===== src/rtl/ssp_pkg.sv =====
package ssp_pkg;
  localparam int unsigned MIN_LAST = 2;

  // Position in the word of the bit carried by slot pos
  function automatic int unsigned bit_idx(int unsigned pos, int unsigned last, logic lsb_first);
    return lsb_first ? pos : (last - pos);
  endfunction
endpackage


===== src/rtl/ssp_clkgen.sv =====
module ssp_clkgen #(
  parameter int DIV_W = 16
) (
  input  logic             clk_i,
  input  logic             rst_ni,
  input  logic             en_i,
  input  logic             int_i,
  input  logic [DIV_W-1:0] div_i,
  input  logic             sclk_i,
  output logic             sclk_o,
  output logic             drive_o,
  output logic             sample_o
);
  logic [DIV_W-1:0] cnt_q;
  logic             sclk_q;
  logic [2:0]       sync_q;
  logic             tick, ext_rise, ext_fall;

  always_ff @(posedge clk_i or negedge rst_ni) begin
    if (!rst_ni) begin
      cnt_q  <= '0;
      sclk_q <= 1'b0;
      sync_q <= '0;
    end else begin
      sync_q <= {sync_q[1:0], sclk_i};
      if (!en_i || !int_i) begin
        cnt_q  <= '0;
        sclk_q <= 1'b0;
      end else if (cnt_q == div_i) begin
        cnt_q  <= '0;
        sclk_q <= ~sclk_q;
      end else begin
        cnt_q <= cnt_q + 1'b1;
      end
    end
  end

  assign tick     = en_i && int_i && (cnt_q == div_i);
  assign ext_rise = sync_q[1] & ~sync_q[2];
  assign ext_fall = ~sync_q[1] & sync_q[2];
  assign drive_o  = int_i ? (tick && !sclk_q) : (en_i && ext_rise);
  assign sample_o = int_i ? (tick && sclk_q)  : (en_i && ext_fall);
  assign sclk_o   = sclk_q;
endmodule


===== src/rtl/ssp_fifo.sv =====
module ssp_fifo #(
  parameter int W     = 32,
  parameter int DEPTH = 8   // power of two
) (
  input  logic         clk_i,
  input  logic         rst_ni,
  input  logic         push_i,
  input  logic [W-1:0] wdata_i,
  input  logic         pop_i,
  output logic [W-1:0] rdata_o,
  output logic         full_o,
  output logic         empty_o
);
  localparam int AW = $clog2(DEPTH);

  logic [W-1:0] mem_q [DEPTH];
  logic [AW:0]  wr_q, rd_q;

  always_ff @(posedge clk_i or negedge rst_ni) begin
    if (!rst_ni) begin
      wr_q <= '0;
      rd_q <= '0;
    end else begin
      if (push_i && !full_o)  wr_q <= wr_q + 1'b1;
      if (pop_i  && !empty_o) rd_q <= rd_q + 1'b1;
    end
  end

  always_ff @(posedge clk_i) begin
    if (push_i && !full_o) mem_q[wr_q[AW-1:0]] <= wdata_i;
  end

  assign empty_o = (wr_q == rd_q);
  assign full_o  = (wr_q[AW] != rd_q[AW]) && (wr_q[AW-1:0] == rd_q[AW-1:0]);
  assign rdata_o = mem_q[rd_q[AW-1:0]];
endmodule


===== src/rtl/ssp_tx.sv =====
module ssp_tx import ssp_pkg::*; #(
  parameter int W  = 32,
  parameter int LW = $clog2(W),
  parameter int SW = LW + 1
) (
  input  logic          clk_i,
  input  logic          rst_ni,
  input  logic          en_i,
  input  logic          drive_i,
  input  logic [LW-1:0] last_i,
  input  logic          lsb_first_i,
  input  logic          late_i,
  input  logic          long_i,
  input  logic          fifo_empty_i,
  input  logic [W-1:0]  fifo_data_i,
  output logic          fifo_pop_o,
  output logic          fs_act_o,
  output logic          sd_o,
  output logic          irq_o,
  output logic          urun_o
);
  logic [SW-1:0] slot_q, idle_slot, last_slot;
  logic          run_q, loaded_q, irq_q, urun_q;
  logic [W-1:0]  word_q;
  logic          at_idle, at_last, load, fs_raw;
  logic [LW-1:0] idx;

  assign last_slot = {1'b0, last_i};
  assign idle_slot = last_slot + SW'(1);
  assign at_idle   = (slot_q == idle_slot);
  assign at_last   = (slot_q == last_slot);
  assign load      = drive_i && run_q && at_idle;
  assign idx       = LW'(bit_idx(int'(slot_q[LW-1:0]), int'(last_i), lsb_first_i));

  always_ff @(posedge clk_i or negedge rst_ni) begin
    if (!rst_ni) begin
      slot_q   <= '0;
      run_q    <= 1'b0;
      loaded_q <= 1'b0;
      irq_q    <= 1'b0;
      urun_q   <= 1'b0;
      word_q   <= '0;
    end else if (!en_i) begin
      slot_q   <= '0;
      run_q    <= 1'b0;
      loaded_q <= 1'b0;
      irq_q    <= 1'b0;
      urun_q   <= 1'b0;
    end else begin
      irq_q <= drive_i && run_q && at_last && loaded_q;
      if (drive_i) begin
        if (!run_q) begin
          run_q  <= 1'b1;
          slot_q <= idle_slot;
        end else if (at_idle) begin
          slot_q <= '0;
        end else begin
          slot_q <= slot_q + 1'b1;
        end
      end
      if (load) begin
        loaded_q <= 1'b1;
        if (fifo_empty_i) urun_q <= 1'b1;   // word_q kept, resent
        else              word_q <= fifo_data_i;
      end
    end
  end

  // slot layout of the frame sync pulse
  always_comb begin
    unique case ({late_i, long_i})
      2'b10:   fs_raw = (slot_q == '0);
      2'b11:   fs_raw = !at_idle;
      2'b00:   fs_raw = at_idle;
      default: fs_raw = at_idle || (slot_q < last_slot);
    endcase
  end

  assign fs_act_o   = run_q && fs_raw;
  assign sd_o       = run_q && loaded_q && !at_idle && word_q[idx];
  assign fifo_pop_o = load && !fifo_empty_i;
  assign irq_o      = irq_q;
  assign urun_o     = urun_q;
endmodule


===== src/rtl/ssp_rx.sv =====
module ssp_rx import ssp_pkg::*; #(
  parameter int W  = 32,
  parameter int LW = $clog2(W)
) (
  input  logic          clk_i,
  input  logic          rst_ni,
  input  logic          en_i,
  input  logic          sample_i,
  input  logic [LW-1:0] last_i,
  input  logic          lsb_first_i,
  input  logic          late_i,
  input  logic          fsa_i,
  input  logic          sd_i,
  input  logic          fifo_full_i,
  output logic          push_o,
  output logic [W-1:0]  word_o,
  output logic          irq_o,
  output logic          orun_o
);
  logic          fs_prev_q, busy_q, irq_q, orun_q;
  logic [LW-1:0] cnt_q, pos;
  logic [W-1:0]  acc_q, acc_nxt;
  logic          start, done;

  assign start = fsa_i && !fs_prev_q;   // active transition
  assign pos   = start ? '0 : cnt_q;
  assign done  = en_i && sample_i && busy_q && !start && (cnt_q == last_i);

  always_comb begin
    acc_nxt = start ? '0 : acc_q;
    acc_nxt[LW'(bit_idx(int'(pos), int'(last_i), lsb_first_i))] = sd_i;
  end

  always_ff @(posedge clk_i or negedge rst_ni) begin
    if (!rst_ni) begin
      fs_prev_q <= 1'b0;
      busy_q    <= 1'b0;
      cnt_q     <= '0;
      acc_q     <= '0;
      irq_q     <= 1'b0;
      orun_q    <= 1'b0;
    end else if (!en_i) begin
      fs_prev_q <= 1'b0;
      busy_q    <= 1'b0;
      cnt_q     <= '0;
      irq_q     <= 1'b0;
      orun_q    <= 1'b0;
    end else begin
      irq_q <= done && !fifo_full_i;
      if (done && fifo_full_i) orun_q <= 1'b1;
      if (sample_i) begin
        fs_prev_q <= fsa_i;
        if (start) begin
          busy_q <= 1'b1;
          if (late_i) begin
            acc_q <= acc_nxt;
            cnt_q <= LW'(1);
          end else begin
            acc_q <= '0;
            cnt_q <= '0;
          end
        end else if (busy_q) begin
          acc_q <= acc_nxt;
          if (cnt_q == last_i) busy_q <= 1'b0;
          else                 cnt_q  <= cnt_q + 1'b1;
        end
      end
    end
  end

  assign push_o = done && !fifo_full_i;
  assign word_o = acc_nxt;
  assign irq_o  = irq_q;
  assign orun_o = orun_q;
endmodule


===== src/rtl/sync_serial_port.sv =====
module sync_serial_port import ssp_pkg::*; #(
  parameter int DATA_W     = 32,
  parameter int FIFO_DEPTH = 8,
  parameter int DIV_W      = 16,
  localparam int LW        = $clog2(DATA_W)
) (
  input  logic              clk_i,
  input  logic              rst_ni,
  input  logic              en_i,
  input  logic [DIV_W-1:0]  div_i,
  input  logic [LW-1:0]     wlen_m1_i,
  input  logic              lsb_first_i,
  input  logic              sclk_int_i,
  input  logic              fs_int_i,
  input  logic              fs_low_i,
  input  logic              fs_late_i,
  input  logic              fs_long_i,
  input  logic              sclk_i,
  output logic              sclk_o,
  input  logic              fs_i,
  output logic              fs_o,
  input  logic              sd_i,
  output logic              sd_o,
  input  logic [DATA_W-1:0] tx_data_i,
  input  logic              tx_valid_i,
  output logic              tx_ready_o,
  output logic [DATA_W-1:0] rx_data_o,
  output logic              rx_valid_o,
  input  logic              rx_ready_i,
  output logic              tx_irq_o,
  output logic              rx_irq_o,
  output logic              tx_urun_o,
  output logic              rx_orun_o
);
  logic [LW-1:0]     last;
  logic              drive, sample;
  logic              txf_full, txf_empty, txf_pop;
  logic [DATA_W-1:0] txf_data;
  logic              rxf_full, rxf_empty, rxf_push;
  logic [DATA_W-1:0] rxf_wdata;
  logic              fs_act, rx_fsa;

  // shortest word is three bits
  assign last = (wlen_m1_i < LW'(MIN_LAST)) ? LW'(MIN_LAST) : wlen_m1_i;

  ssp_clkgen #(.DIV_W(DIV_W)) u_clk (
    .clk_i, .rst_ni, .en_i, .int_i(sclk_int_i), .div_i, .sclk_i,
    .sclk_o, .drive_o(drive), .sample_o(sample)
  );

  ssp_fifo #(.W(DATA_W), .DEPTH(FIFO_DEPTH)) u_txf (
    .clk_i, .rst_ni, .push_i(tx_valid_i), .wdata_i(tx_data_i),
    .pop_i(txf_pop), .rdata_o(txf_data), .full_o(txf_full), .empty_o(txf_empty)
  );

  ssp_tx #(.W(DATA_W)) u_tx (
    .clk_i, .rst_ni, .en_i, .drive_i(drive), .last_i(last),
    .lsb_first_i, .late_i(fs_late_i), .long_i(fs_long_i),
    .fifo_empty_i(txf_empty), .fifo_data_i(txf_data), .fifo_pop_o(txf_pop),
    .fs_act_o(fs_act), .sd_o, .irq_o(tx_irq_o), .urun_o(tx_urun_o)
  );

  assign rx_fsa = fs_int_i ? fs_act : (fs_i ^ fs_low_i);

  ssp_rx #(.W(DATA_W)) u_rx (
    .clk_i, .rst_ni, .en_i, .sample_i(sample), .last_i(last),
    .lsb_first_i, .late_i(fs_late_i), .fsa_i(rx_fsa), .sd_i,
    .fifo_full_i(rxf_full), .push_o(rxf_push), .word_o(rxf_wdata),
    .irq_o(rx_irq_o), .orun_o(rx_orun_o)
  );

  ssp_fifo #(.W(DATA_W), .DEPTH(FIFO_DEPTH)) u_rxf (
    .clk_i, .rst_ni, .push_i(rxf_push), .wdata_i(rxf_wdata),
    .pop_i(rx_ready_i), .rdata_o(rx_data_o), .full_o(rxf_full), .empty_o(rxf_empty)
  );

  assign fs_o       = fs_act ^ fs_low_i;
  assign tx_ready_o = !txf_full;
  assign rx_valid_o = !rxf_empty;
endmodule


===== config.mk =====
export PLATFORM = sky130hd
export DESIGN_NAME = sync_serial_port
export DESIGN_NICKNAME = d
export VERILOG_FILES = /design/src/rtl/ssp_pkg.sv /design/src/rtl/ssp_clkgen.sv /design/src/rtl/ssp_fifo.sv /design/src/rtl/ssp_tx.sv /design/src/rtl/ssp_rx.sv /design/src/rtl/sync_serial_port.sv
export SDC_FILE = /design/constraint.sdc
export NUM_CORES = 1
export LEC_CHECK = 0
export BUFFER_PORTS_ARGS = -buffer_cell sky130_fd_sc_hd__buf_2
export CAP_MARGIN = 20
export CORE_MARGIN = 2
export CORE_UTILIZATION = 41
export CTS_CLUSTER_DIAMETER = 100
export DETAILED_ROUTE_END_ITERATION = 16
export GPL_ROUTABILITY_DRIVEN = 0
export PLACE_DENSITY_LB_ADDON = 0.25
export SYNTH_ARGS = -nofsm -noshare
export SYNTH_HDL_FRONTEND = slang
export SYNTH_SLANG_ARGS = --single-unit

===== constraint.sdc =====
create_clock -name clk_i -period 5.1 [get_ports clk_i]
set_input_delay 0.765 -clock clk_i [delete_from_list [all_inputs] [get_ports clk_i]]
set_output_delay 0.765 -clock clk_i [all_outputs]
set_load 0.05 [all_outputs]

==> impl_metrics.json, run 1 <==
{
  "outcome": "finished, final reports clean",
  "rows": 93,
  "crit_arrival_ns": 4.09,
  "routedWlPerCell_um": 21.9,
  "synth_flop_cell": "edfxtp_1",
  "die_x_um": 258,
  "cp-end-kind": "output port",
  "ys_ff_latch": 631,
  "grt_max_degree": 68,
  "slew_violations": 0,
  "fin_worst_skew_ns": 0.0222,
  "dieArea_um2": 66800,
  "viasPerCell": 5.43,
  "total_power_mw": 14.0,
  "grt_pass1_wl_um": 91200,
  "tightestPinTransition_ns": 1.00,
  "dr.pass1.iters": 5,
  "syn_area_um2": 26600,
  "rrSetupSlack_ns": 0.40,
  "grt_pass1_vias": 15400,
  "synth_area_leader_cell": "edfxtp_1",
  "core-area_um2": 64200,
  "vias": 14500,
  "cts_buffers": 69,
  "cap_violations": 0,
  "slew_headroom": 0.332,
  "htreeDepth": 3,
  "synth_edf_count": 512,
  "setup_viol": 0,
  "worst_setup_path_start_kind": "input pin",
  "area_delta_synth_final_pct": 17.9,
  "cts_tree": "yes",
  "cts_root_buf": "clkbuf_16",
  "clkSinkCount": 631,
  "synthTopCellsByCount": "edfxtp_1, mux4_2, dfrtp_1",
  "grt_usage": 0.179,
  "synth-warning-count": 0,
  "criticalPathCategory": "input pin to output port",
  "post-route-period-util": 0.953,
  "initial_core_util": 0.413,
  "yosys.area.top_type_share": 0.579,
  "rsz0062_at_grt": "no",
  "n_antenna_cell": 0,
  "gr-total-overflow": 0,
  "syn_inst": 1585,
  "vdd_drop_max_mv": 0.350,
  "insertion_delay_ns": 0.60,
  "syn_avg_cell_area_um2": 16.8,
  "port_buffers": 107,
  "powerDensity_nw_per_um2": 449,
  "dp_hpwl_um": 35700,
  "synth_cell_types": 64,
  "ys_seq_area_frac": 0.691,
  "synth.most_common_cell": "edfxtp_1",
  "finalNetCount": 1859,
  "drcViolationCount": 0,
  "wl_um": 58500,
  "drive_above_1_share": 0.302,
  "clk_path_buf_depth": 3,
  "ctsResizeCount": 0,
  "hold_class": "input pin to async pin",
  "finalHoldViolCount": 0,
  "async_flop_share": 0.189,
  "postCtsSetupRepairBufs": 0,
  "synthesis.nets": 1676,
  "crit_fanout": 12,
  "drt_iter0_drc": 934,
  "fp.dieH_um": 258,
  "worstPathRequired_ns": 4.34,
  "clk_pin_slew_ns": 0.05,
  "antenna_found_initial": 6,
  "cts_hold_buf": 0,
  "io_pins": 108,
  "p_leak_nw": 10.9,
  "fin_crit_ns": 4.86,
  "synth_area_leaders": "edfxtp_1, dfrtp_1, mux4_2",
  "max_clock_freq_ghz": 0.206,
  "utilization": 0.487,
  "ant_nets": 0
}
[placed cells by master, fill, tap and decap left out, types with 13 or more instances in the layout]
cell type and count:
edfxtp_1 512, mux4_2 128, dfrtp_1 113, buf_2 106, nand2_1 98, buf_4 81, clkbuf_16 71, nor2_1 62
a21oi_1 60, nand3_1 48, xor2_1 45, mux2i_1 43, mux2_2 36, inv_1 29, xnor2_1 22, mux2i_2 21
ha_1 21, and2_1 19, clkinv_2 18, a31oi_1 17, buf_12 17, and3_1 16, nor3_1 16, a221o_1 14
o21ai_0 13
[logic make-up after synthesis]
kind of cell / share of synthesized area
xor gates and xnor gates: 0.0236
DFF: 0.691
buffers and inverters: 0.0184
and+or+nand+nor: 0.0574
adders and majority gates: 0.0119
muxes: 0.148
AOI/OAI and AO/OA: 0.0491
[critical path: stages]
cell	delay (ns)
buf_2	0.13
o41ai_4	0.38
buf_4	0.19
ha_1	0.24
buf_4	0.15
nor2_1	0.13
a21o_1	0.40
buf_4	0.22
and2_1	0.12
a211oi_1	0.04
a31oi_1	0.22
mux2i_1	0.11
mux2i_1	0.23
mux2i_1	0.14
nor3b_1	0.29
buf_2	0.32
[metal layers]
layer | vias to the layer above | wire (µm) | track usage
met5 | - | 48 | 0
met4 | 8 | 1550 | 0.0541
met3 | 106 | 2530 | 0.0357
met2 | 317 | 31100 | 0.323
met1 | 7494 | 23300 | 0.217
li1 | 6609 | - | -
[where the power goes]
group | switching [mW] | internal, mW
sequential | 0.213 | 5.96
combinational | 1.88 | 1.12
clock | 1.96 | 2.92
total | 4.05 | 10.0
[worst paths after layout]
path,cells past startpoint,from,to
max,16,wlen_m1_i[1],sd_o
min,1,rst_ni,u_tx.irq_o
max reg2reg,21,u_tx.slot_q[2],u_rxf.mem_q[5][5]
min reg2reg,0,u_clk.sync_q[0],u_clk.sync_q[1]
max in group asynchronous,2,rst_ni,u_txf.rd_q[2]
min in group clk_i,1,sclk_i,u_clk.sync_q[0]
[flip-flops by register name, summed over array words and instances (netlist names), 3 cells and up]
register	flops
u_rxf.rd_q	4
u_rxf.wr_q	4
u_txf.wr_q	4
u_txf.mem_q	256
u_tx.slot_q	6
u_clk.cnt_q	16
u_txf.rd_q	4
u_rx.acc_q	32
u_rxf.mem_q	256
u_rx.cnt_q	5
u_clk.sync_q	3
u_tx.word_q	32
[per-stage QoR]
| stage | setup WS [ns] | hold slack (ns) | instances | instance area (µm²) | setup TNS, ns |
|---|---|---|---|---|---|
| 3_5_place_dp | -0.263 | 0.356 | 2552 | 29000 | -42.87 |
| 2_1_floorplan | -0.00952 | 0.331 | 1585 | 26800 | -0.305 |
| 5_1_grt | 0.0268 | 0.162 | 2675 | 31300 | 0 |
| 3_3_place_gp | -0.194 | 0.351 | 2552 | 29000 | -29.58 |
| 6_report | 0.241 | 0.151 | 2675 | 31300 | 0 |
| 4_1_cts | 0.188 | 0.131 | 2675 | 31300 | 0 |
[area by class of cell]
class / instances / area (µm²)
Inverter: 30 / 113
Tap cell: 855 / 1070
Timing Repair Buffer: 204 / 1480
Clock inverter: 35 / 332
Multi-Input combinational cell: 832 / 8020
Clock buffer: 88 / 1920
Sequential cell: 631 / 18400
Fill cell: 5430 / 32900
(Power assumes the default switching activity.)
==> inputs of run 2 (changes only) <==
Settings changed: CORE_UTILIZATION 41 to 55, SYNTH_HIERARCHICAL set to 1.
==> run 2 against run 1 <==
The run now ends with setup timing left. Power grew 3.3%. Routed wire length grew 1.4%. Sequential power grew 1%. Combinational power grew 15%. Flip-flop and latch count is the same. Critical path type is now input pin to register.
==> impl_metrics.json, run 2 <==
{
  "cts_tree": "yes",
  "placed_area_um2": 29900,
  "total_power_mw": 14.5,
  "routedWlPerCell_um": 23.3,
  "tightestPinTransition_ns": 1.11,
  "post-route-cell-area_um2": 32700,
  "dr.pass1.iters": 6,
  "yosys.area.top_type_share": 0.556,
  "synth.most_common_cell": "edfxtp_1",
  "fp.dieH_um": 228,
  "syn_inst": 1584,
  "clkSinkCount": 631,
  "final_cell_mix": "edfxtp_1, buf_4, mux4_2, dfrtp_1, buf_2",
  "fin_crit_ns": 5.23,
  "antenna_found_initial": 7,
  "drcViolationCount": 0,
  "die_x_um": 228,
  "synthesis.nets": 1677,
  "grt_max_degree": 69,
  "syn_avg_cell_area_um2": 17.5,
  "drt_iter0_drc": 1378,
  "worstPathRequired_ns": 5.43,
  "hold_class": "input pin to async pin",
  "gr-total-overflow": 0,
  "synthTopCellsByCount": "edfxtp_1, dfrtp_1, mux4_2",
  "cap_violations": 0,
  "use_met1": 0.332,
  "max_clock_freq_ghz": 0.191,
  "initial_core_util": 0.555,
  "port_buffers": 107,
  "cts_buffers": 66,
  "synth_edf_count": 512,
  "slew_violations": 0,
  "outcome": "finished with violations",
  "use_met2": 0.362,
  "ant_nets": 0,
  "p_leak_nw": 11.5,
  "area_delta_synth_final_pct": 18.2,
  "vdd_drop_max_mv": 0.301,
  "synth_flop_cell": "edfxtp_1",
  "vias": 15500,
  "finalWorstSetupSlack_ns": -0.127,
  "dieArea_um2": 52100,
  "rsz0062_at_grt": "yes",
  "clk_pin_slew_ns": 0.06,
  "wl_um": 59300,
  "criticalPathCategory": "input pin to register",
  "rows": 82,
  "setup_viol": 104,
  "ys_ff_latch": 631,
  "htreeDepth": 3,
  "cp-end-kind": "register",
  "cts_root_buf": "clkbuf_16",
  "fin_worst_skew_ns": 0.0289,
  "dp_hpwl_um": 33900,
  "cpMostUsedCell": "mux2_4",
  "use_met3": 0.0403,
  "grt_usage": 0.229,
  "final_common_cell": "edfxtp_1",
  "worst_setup_path_start_kind": "input pin",
  "slew_headroom": 0.260,
  "fin_tns_setup_ns": -6.94,
  "clk_path_buf_depth": 3,
  "cts_hold_buf": 0,
  "post-route-period-util": 1.02,
  "pre_cts_slack_ns": -0.860,
  "powerDensity_nw_per_um2": 444,
  "insertion_delay_ns": 0.61,
  "finalHoldViolCount": 0,
  "viasPerCell": 6.09,
  "gr-max-usage-layer": "met2",
  "crit_fanout": 8,
  "synth_area_leader_cell": "edfxtp_1",
  "synth_area_leaders": "edfxtp_1, dfrtp_1, mux4_2",
  "grt_pass1_vias": 15800,
  "critical_path.cell_chain": "buf_6, o41a_1, ha_2, xnor2_1, nand4_1, a211oi_4, mux2_4, a21oi_4, nand2_2, o21ai_2, nand2b_1, nand2_1, inv_2, ha_4, nor2_1, a31oi_1, nor3_4, buf_4, mux2_4, nand2_4, mux2_4",
  "finalNetCount": 1916,
  "rrSetupSlack_ns": 0.28,
  "crit_arrival_ns": 5.55,
  "synth-warning-count": 6,
  "io_pins": 108,
  "crit_slowest_cell": "a31oi_1",
  "fillers": 3378,
  "core-area_um2": 49900,
  "drive_above_1_share": 0.382,
  "synth_cell_types": 77,
  "async_flop_share": 0.189,
  "ys_seq_area_frac": 0.663,
  "critPathMaxStageDelay_ns": 0.83,
  "syn_area_um2": 27700,
  "violations": "setup timing",
  "grt_pass1_wl_um": 91900
}
-- run 2: cell count changes after synthesis, moves of 26 or more --
cell | previous run | this run
o211ai_1 | 3 | 30
mux2_4 | 0 | 57
nor2_1 | 69 | 38
xor2_1 | 46 | 20
mux2i_1 | 65 | 18
nand3_1 | 49 | 17
a21oi_1 | 62 | 29
-- run 2: stage by stage --
| step | hold slack [ns] | util | std cells |
|---|---|---|---|
| 2_1_floorplan | 0.331 | - | 1584 |
| 3_3_place_gp | 0.344 | 0.600 | 2405 |
| 3_5_place_dp | 0.347 | 0.600 | 2405 |
| 4_1_cts | 0.252 | 0.647 | 2533 |
| 5_1_grt | 0.272 | 0.656 | 2548 |
| 6_report | 0.260 | 0.656 | 2549 |
-- run 2: cells by family after synthesis --
group,Yosys count,share of synthesized area
buf+inv,126,0.0256
mux,260,0.167
flops,631,0.663
xor+xnor,72,0.0252
compound gates,192,0.0523
simple gates,277,0.0539
fa+ha+maj,26,0.0123
-- run 2: worst paths after layout --
kind,from,to,cells after the start
min,rst_ni,u_clk/cnt_q[14],1
max in group asynchronous,rst_ni,u_rx/acc_q[5],2
max,wlen_m1_i[1],u_rxf/mem_q[2][15],21
max reg2reg,u_tx/slot_q[3],u_rxf/mem_q[2][15],19
min reg2reg,u_clk/sync_q[0],u_clk/sync_q[1],0
min in group clk_i,sclk_i,u_clk/sync_q[0],1
-- run 2: repair_timing --
action / CTS / global route
pin swaps: 7 / 24
setup buffers: 6 / 16
gates cloned: 1 / 1
resized for setup: 25 / 64
endpoints found under the setup margin: 211 / 276
-- run 2: final cells by class --
cell class | count | area (µm²) | area share
Clock inverter | 41 | 429 | 0.0131
Multi-Input combinational cell | 828 | 9260 | 0.283
Antenna cell | 1 | 2.50 | 0.0000765
Tap cell | 672 | 841 | 0.0257
Timing Repair Buffer | 265 | 1920 | 0.0587
Clock buffer | 80 | 1770 | 0.0540
Sequential cell | 631 | 18400 | 0.562
Inverter | 31 | 116 | 0.00356
-- run 2: metal layers --
layer / vias to the layer above / part of all wire
li1: 6852 / -
met1: 8025 / 0.43
met2: 535 / 0.48
met3: 103 / 0.065
met4: 10 / 0.017
met5: - / 0.00088
-- run 2: power by group --
| part | internal (mW) | switching [mW] |
|---|---|---|
| Sequential | 5.98 | 0.282 |
| Combinational | 1.40 | 2.04 |
| Clock | 2.84 | 1.97 |
| Total | 10.2 | 4.29 |
-- run 2: critical path, delay by kind of cell --
family          cells  cell delay, ns
mux                 3            1.01
xor+xnor            1            0.23
simple gates        7            0.80
fa+ha+maj           2            0.60
buf+inv             3            0.34
compound gates      5            1.80
